[config.mk]
export PLATFORM = sky130hd
export DESIGN_NAME = uart_rx_fifo_top
export DESIGN_NICKNAME = d
export VERILOG_FILES = /design/src/rtl/uart_rx_pkg.sv /design/src/rtl/uart_rx_sync.sv /design/src/rtl/uart_rx_framer.sv /design/src/rtl/uart_rx_fifo.sv /design/src/rtl/uart_rx_fifo_top.sv
export SDC_FILE = /design/constraint.sdc
export NUM_CORES = 1
export LEC_CHECK = 0
export BUFFER_PORTS_ARGS = -buffer_cell sky130_fd_sc_hd__buf_4
export CAP_MARGIN = 10
export CORE_MARGIN = 2
export CORE_UTILIZATION = 45
export DETAILED_ROUTE_END_ITERATION = 6
export MAX_ROUTING_LAYER = met4
export PLACE_DENSITY = 0.66
export SYNTH_ARGS = -nofsm -noshare
export SYNTH_HDL_FRONTEND = slang
export SYNTH_SLANG_ARGS = --single-unit
[constraint.sdc]
create_clock -name clk -period 3.85 [get_ports clk]
set_clock_uncertainty 0.1 [all_clocks]
set_input_delay 0.5775 -clock clk [delete_from_list [all_inputs] [get_ports clk]]
set_output_delay 0.5775 -clock clk [all_outputs]
set_load 0.01 [all_outputs]
[src/rtl/uart_rx_pkg.sv]
package uart_rx_pkg;

  localparam int unsigned RX_OSR     = 16;
  localparam int unsigned RX_DEPTH   = 16;
  localparam int unsigned RX_DATA_W  = 8;

  typedef enum logic [2:0] {
    ST_IDLE,
    ST_START,
    ST_DATA,
    ST_STOP,
    ST_WAITHI
  } rx_state_e;

  typedef struct packed {
    logic                 ferr;
    logic [RX_DATA_W-1:0] data;
  } rx_entry_t;

  // Level update for one push/pop decision
  function automatic logic [4:0] next_level(input logic [4:0] lvl,
                                            input logic push_ok,
                                            input logic pop_ok);
    logic [4:0] res;
    case ({push_ok, pop_ok})
      2'b10:   res = lvl + 5'd1;
      2'b01:   res = lvl - 5'd1;
      default: res = lvl;
    endcase
    return res;
  endfunction

  // Pointer advance with wrap at the queue depth
  function automatic logic [3:0] next_ptr(input logic [3:0] ptr,
                                          input int unsigned depth);
    logic [3:0] res;
    if (32'(ptr) == depth - 1) res = 4'd0;
    else                       res = ptr + 4'd1;
    return res;
  endfunction

  // Host word assembly
  function automatic logic [15:0] pack_word(input logic present,
                                            input logic ovr,
                                            input logic ferr,
                                            input logic [4:0] lvl,
                                            input logic [7:0] data);
    return {present, ovr, ferr, lvl, data};
  endfunction

endpackage

[src/rtl/uart_rx_sync.sv]
module uart_rx_sync (
  input  logic clk,
  input  logic rst_n,
  input  logic din,
  output logic dout
);
  logic stage1;

  always_ff @(posedge clk or negedge rst_n) begin
    if (!rst_n) begin
      stage1 <= 1'b1;
      dout   <= 1'b1;
    end else begin
      stage1 <= din;
      dout   <= stage1;
    end
  end
endmodule

[src/rtl/uart_rx_framer.sv]
module uart_rx_framer
  import uart_rx_pkg::*;
#(
  parameter int unsigned OSR    = RX_OSR,
  parameter int unsigned DATA_W = RX_DATA_W
) (
  input  logic              clk,
  input  logic              rst_n,
  input  logic              tick,
  input  logic              rx,
  output logic              byte_valid,
  output logic [DATA_W-1:0] byte_data,
  output logic              byte_ferr
);
  localparam int unsigned CW  = $clog2(OSR);
  localparam int unsigned BW  = $clog2(DATA_W);
  localparam logic [CW-1:0] CONFIRM = CW'(OSR/2 - 2);
  localparam logic [CW-1:0] LAST    = CW'(OSR - 1);
  localparam logic [BW-1:0] LASTBIT = BW'(DATA_W - 1);

  rx_state_e         state;
  logic [CW-1:0]     cnt;
  logic [BW-1:0]     bitn;
  logic [DATA_W-1:0] shreg;

  always_ff @(posedge clk or negedge rst_n) begin
    if (!rst_n) begin
      state      <= ST_IDLE;
      cnt        <= '0;
      bitn       <= '0;
      shreg      <= '0;
      byte_valid <= 1'b0;
      byte_data  <= '0;
      byte_ferr  <= 1'b0;
    end else begin
      byte_valid <= 1'b0;
      if (tick) begin
        case (state)
          ST_IDLE: begin
            cnt <= '0;
            if (!rx) state <= ST_START;
          end
          ST_START: begin
            if (cnt == CONFIRM) begin
              cnt  <= '0;
              bitn <= '0;
              state <= rx ? ST_IDLE : ST_DATA;
            end else begin
              cnt <= cnt + 1'b1;
            end
          end
          ST_DATA: begin
            if (cnt == LAST) begin
              cnt   <= '0;
              shreg <= {rx, shreg[DATA_W-1:1]};
              bitn  <= bitn + 1'b1;
              if (bitn == LASTBIT) state <= ST_STOP;
            end else begin
              cnt <= cnt + 1'b1;
            end
          end
          ST_STOP: begin
            if (cnt == LAST) begin
              cnt        <= '0;
              byte_valid <= 1'b1;
              byte_data  <= shreg;
              byte_ferr  <= ~rx;
              state      <= rx ? ST_IDLE : ST_WAITHI;
            end else begin
              cnt <= cnt + 1'b1;
            end
          end
          ST_WAITHI: begin
            if (rx) state <= ST_IDLE;
          end
          default: state <= ST_IDLE;
        endcase
      end
    end
  end
endmodule

[src/rtl/uart_rx_fifo.sv]
module uart_rx_fifo
  import uart_rx_pkg::*;
#(
  parameter int unsigned DEPTH = RX_DEPTH
) (
  input  logic      clk,
  input  logic      rst_n,
  input  logic      push,
  input  logic      pop,
  input  rx_entry_t din,
  output rx_entry_t dout,
  output logic [4:0] level,
  output logic      full,
  output logic      empty,
  output logic      push_ok,
  output logic      pop_ok,
  output logic      drop
);
  localparam int unsigned AW = $clog2(DEPTH);

  rx_entry_t      mem [DEPTH];
  logic [3:0]     wptr;
  logic [3:0]     rptr;

  assign full    = (32'(level) == DEPTH);
  assign empty   = (level == 5'd0);
  assign pop_ok  = pop & ~empty;
  assign push_ok = push & (~full | pop_ok);
  assign drop    = push & ~push_ok;
  assign dout    = mem[rptr[AW-1:0]];

  always_ff @(posedge clk) begin
    if (push_ok) mem[wptr[AW-1:0]] <= din;
  end

  always_ff @(posedge clk or negedge rst_n) begin
    if (!rst_n) begin
      wptr  <= '0;
      rptr  <= '0;
      level <= '0;
    end else begin
      if (push_ok) wptr <= next_ptr(wptr, DEPTH);
      if (pop_ok)  rptr <= next_ptr(rptr, DEPTH);
      level <= next_level(level, push_ok, pop_ok);
    end
  end
endmodule

[src/rtl/uart_rx_fifo_top.sv]
module uart_rx_fifo_top
  import uart_rx_pkg::*;
#(
  parameter int unsigned OSR   = RX_OSR,
  parameter int unsigned DEPTH = RX_DEPTH
) (
  input  logic        clk,
  input  logic        rst_n,
  input  logic        rx_serial,
  input  logic        baud_x16_en,
  input  logic        host_rd,
  output logic [15:0] host_word
);
  logic       rx_s;
  logic       frm_valid;
  logic [7:0] frm_data;
  logic       frm_ferr;
  rx_entry_t  wr_entry;
  rx_entry_t  head;
  logic [4:0] level;
  logic       full;
  logic       empty;
  logic       push_ok;
  logic       pop_ok;
  logic       drop;
  logic       ovr;

  uart_rx_sync u_sync (
    .clk  (clk),
    .rst_n(rst_n),
    .din  (rx_serial),
    .dout (rx_s)
  );

  uart_rx_framer #(.OSR(OSR), .DATA_W(8)) u_framer (
    .clk       (clk),
    .rst_n     (rst_n),
    .tick      (baud_x16_en),
    .rx        (rx_s),
    .byte_valid(frm_valid),
    .byte_data (frm_data),
    .byte_ferr (frm_ferr)
  );

  assign wr_entry = '{ferr: frm_ferr, data: frm_data};

  uart_rx_fifo #(.DEPTH(DEPTH)) u_fifo (
    .clk    (clk),
    .rst_n  (rst_n),
    .push   (frm_valid),
    .pop    (host_rd),
    .din    (wr_entry),
    .dout   (head),
    .level  (level),
    .full   (full),
    .empty  (empty),
    .push_ok(push_ok),
    .pop_ok (pop_ok),
    .drop   (drop)
  );

  always_ff @(posedge clk or negedge rst_n) begin
    if (!rst_n)       ovr <= 1'b0;
    else if (drop)    ovr <= 1'b1;
    else if (host_rd) ovr <= 1'b0;
  end

  assign host_word = pack_word(~empty, ovr,
                               empty ? 1'b0 : head.ferr,
                               level,
                               empty ? 8'h00 : head.data);
endmodule

==> impl_metrics.json <==
{
  "cts.sinks": 188,
  "grt.total_usage_pct": 18.2,
  "max_stage_delay_ns": 0.66,
  "cellLeakagePower_nw": 3.10,
  "clockRootBuffer": "clkbuf_16",
  "yosys_warnings": 0,
  "fp.dieW_um": 135,
  "worstPathRequired_ns": 3.17,
  "holdBufCountCts": 0,
  "hp-class": "input port to async pin",
  "powerDensity_nw_per_um2": 609,
  "die_h_um": 135,
  "fin_nets": 500,
  "dp_slack_ns": 0.755,
  "status": "finished clean",
  "syn_avg_cell_area_sq_um": 17.0,
  "clk_latency_ns": 0.43,
  "syn_inst": 453,
  "path_class": "register to output port",
  "grt_pass1_wl_mm": 23.2,
  "tightest_slew_ns": 0.648,
  "slew_headroom_pct": 56.5,
  "path_max_fanout": 27,
  "post_drt_wl_per_cell_um": 20.7,
  "peakVddDrop_uv": 362,
  "first_iter_violations": 318,
  "num-fill-cells": 1326,
  "clk_pin_slew_ns": 0.06,
  "crit_family": "multiplexers",
  "slowest_stage": "dfrtp_2",
  "cts_tree": "done",
  "core_area_sq_um": 16600,
  "grt_pass1_vias": 4045,
  "post_cts_resized": 0,
  "cts_made_buffers": 17,
  "drc": 0,
  "synth.ff_latch_count": 188,
  "drive_above_1_share_pct": 23.2,
  "layout_common_cells": "edfxtp_1 (144), nand2_1 (42), dfrtp_1 (41), mux4_2 (36), buf_4 (30)",
  "fp-row-count": 47,
  "setup_viol": 0,
  "cts_setup_buffers": 0,
  "ys_seq_area_share_pct": 70.4,
  "arrival_ns": 2.48,
  "cts_buffer_depth": 2,
  "antennaDiodeCount": 0,
  "synthesis.nets": 470,
  "firstDrtPassIters": 4,
  "tns_ns": 0,
  "p_switching_mw": 1.52,
  "wl_mm": 14.8,
  "place_congestion": 0.791,
  "ys_types": 51,
  "min_period_ns": 3.16,
  "seqPwrFrac_pct": 45.7,
  "power_frac_comb_pct": 23.1,
  "antenna_found_initial": 0,
  "rsz0062_at_grt": "false",
  "swShare_pct": 28.7,
  "cap_violations": 0,
  "post_dp_cell_area_sq_um": 8150,
  "vias": 3980,
  "io_pins": 21,
  "final_common_cell": "edfxtp_1",
  "htreeDepth": 4,
  "internal_power_mw": 3.78,
  "numPortBuffers": 20,
  "syn_to_final_growth_pct": 13.0,
  "netlist_area_sq_um": 7710,
  "grt_max_degree": 45,
  "viasPerCell": 5.56,
  "hold_viol_final": 0,
  "path_cells": "buf_12, mux4_2, mux2i_1, o21ai_0, buf_4",
  "cp-end-kind": "output port",
  "start_util_pct": 46.3,
  "critical_path_buf_inv_count": 2,
  "setup_slack_ns": 0.692,
  "fmax_mhz": 317,
  "fin_crit_sh_pct": 82.0,
  "ant_nets": 0,
  "dieArea_sq_um": 18200,
  "hpwl_mm": 9.36,
  "clockPowerShare_pct": 31.3,
  "fin_area_sq_um": 8710,
  "startpoint_type": "register",
  "drv_slew": 0,
  "grt-ovfl-total": 0
}
## cell usage after synthesis, drive strengths merged
cell type | n | share of area, %
edfxtp | 144 | 56
or4 | 1 | 0.15
o31ai | 2 | 0.19
nor3 | 4 | 0.26
or3b | 1 | 0.11
clkinv | 1 | 0.049
or3 | 1 | 0.081
nand2 | 42 | 2.0
and3b | 1 | 0.11
nor3b | 1 | 0.097
dfrtp | 42 | 14
a211o | 2 | 0.23
a21o | 2 | 0.19
a31oi | 1 | 0.081
nor2b | 5 | 0.41
o22ai | 1 | 0.081
nand2b | 5 | 0.41
mux2 | 11 | 1.6
a211oi | 2 | 0.19
xor2 | 4 | 0.45
ha | 12 | 1.9
clkbuf | 9 | 0.44
a21oi | 7 | 0.45
o2111ai | 1 | 0.11
inv | 11 | 0.54
mux2i | 9 | 1.2
a22oi | 9 | 0.88
o22a | 1 | 0.11
dfstp | 2 | 0.68
o21ai | 21 | 1.4
o211ai | 1 | 0.097
nor4b | 4 | 0.45
o21a | 1 | 0.097
and2 | 5 | 0.41
buf | 11 | 0.89
nand4 | 2 | 0.16
a2bb2oi | 1 | 0.11
a311oi | 1 | 0.11
xnor2 | 4 | 0.45
and3 | 10 | 0.88
nor4 | 5 | 0.60
mux4 | 36 | 11
o32ai | 1 | 0.11
nand3 | 8 | 0.52
nor2 | 8 | 0.39
## logic make-up after synthesis
kind of cell    share of synthesized area [%]
fa+ha+maj                                1.95
flops                                    70.4
mux                                      13.3
compound gates                           4.43
buf+inv                                  1.92
simple gates                             7.08
xor+xnor                                0.909
## sequential cells by signal, summed over array words and instances, names as in the netlist
register             cells
u_framer.cnt             4
ovr                      1
u_framer.state           3
u_framer.byte_ferr       1
u_framer.byte_valid      1
u_framer.byte_data       8
u_fifo.wptr              4
u_fifo.rptr              4
u_framer.shreg           8
u_fifo.mem             144
u_framer.bitn            3
u_fifo.level             5
u_sync.stage1            1
u_sync.dout              1
## worst reg2reg max path, delay by kind of cell, from the launching register on
family,cells,cell delay [ns]
AOI/OAI and AO/OA,2,0.41
DFF,1,0.48
buffers and inverters,1,0.24
and+or+nand+nor,2,0.88
adders and majority gates,2,0.57
xor gates and xnor gates,2,0.36
## power by group through the flow
stage,combinational [mW],sequential [mW],clock (mW)
3_3_place_gp,1.24,2.45,0
3_5_place_dp,1.26,2.46,0
5_1_grt,1.35,2.45,1.76
4_1_cts,1.26,2.42,1.69
6_report,1.23,2.42,1.66
2_1_floorplan,0.874,2.37,0
## stage by stage
step | hold WS (ns) | power [mW] | std cells | utilization (%)
after floorplan | 0.182 | 3.25 | 453 | -
after global placement | 0.247 | 3.69 | 684 | 49.0
after detailed placement | 0.249 | 3.72 | 684 | 49.0
after CTS | 0.0531 | 5.37 | 716 | 52.3
after global routing | 0.0690 | 5.55 | 716 | 52.3
final | 0.0383 | 5.31 | 716 | 52.3
## cell type report
cell class / instances / area (sq um) / share of cell area (%)
sequential: 188 / 5430 / 62.3
clock inverter: 14 / 128 / 1.47
clock buffer: 18 / 429 / 4.93
timing repair buffer: 31 / 245 / 2.82
inverter: 12 / 45.0 / 0.517
tap: 220 / 275 / 3.16
multi-input combinational: 233 / 2160 / 24.8
## metal layers
layer	up-vias	routed length [um]	track usage (%)
li1	1829	-	-
met1	2054	6670	24.7
met2	81	7150	27.6
met3	16	761	3.38
met4	0	206	6.78
met5	-	0	-
## worst paths after layout
kind | slack, ns | from | to | depth (start not counted)
max | 0.69 | u_fifo.rptr[0]$_DFFE_PN0P_ | host_word[4] | 5
min | 0.04 | rst_n | u_framer.state[1]$_DFFE_PN0P_ | 1
max reg2reg | 0.75 | u_fifo.level[2]$_DFFE_PN0P_ | u_fifo.level[4]$_DFFE_PN0P_ | 9
min reg2reg | 0.26 | u_sync.stage1$_DFF_PN1_ | u_sync.dout$_DFF_PN1_ | 0
max in group asynchronous | 3.19 | rst_n | u_fifo.rptr[0]$_DFFE_PN0P_ | 1
min in group clk | 0.16 | rx_serial | u_sync.stage1$_DFF_PN1_ | 1
Note: power is estimated with default switching activity, not from simulation.
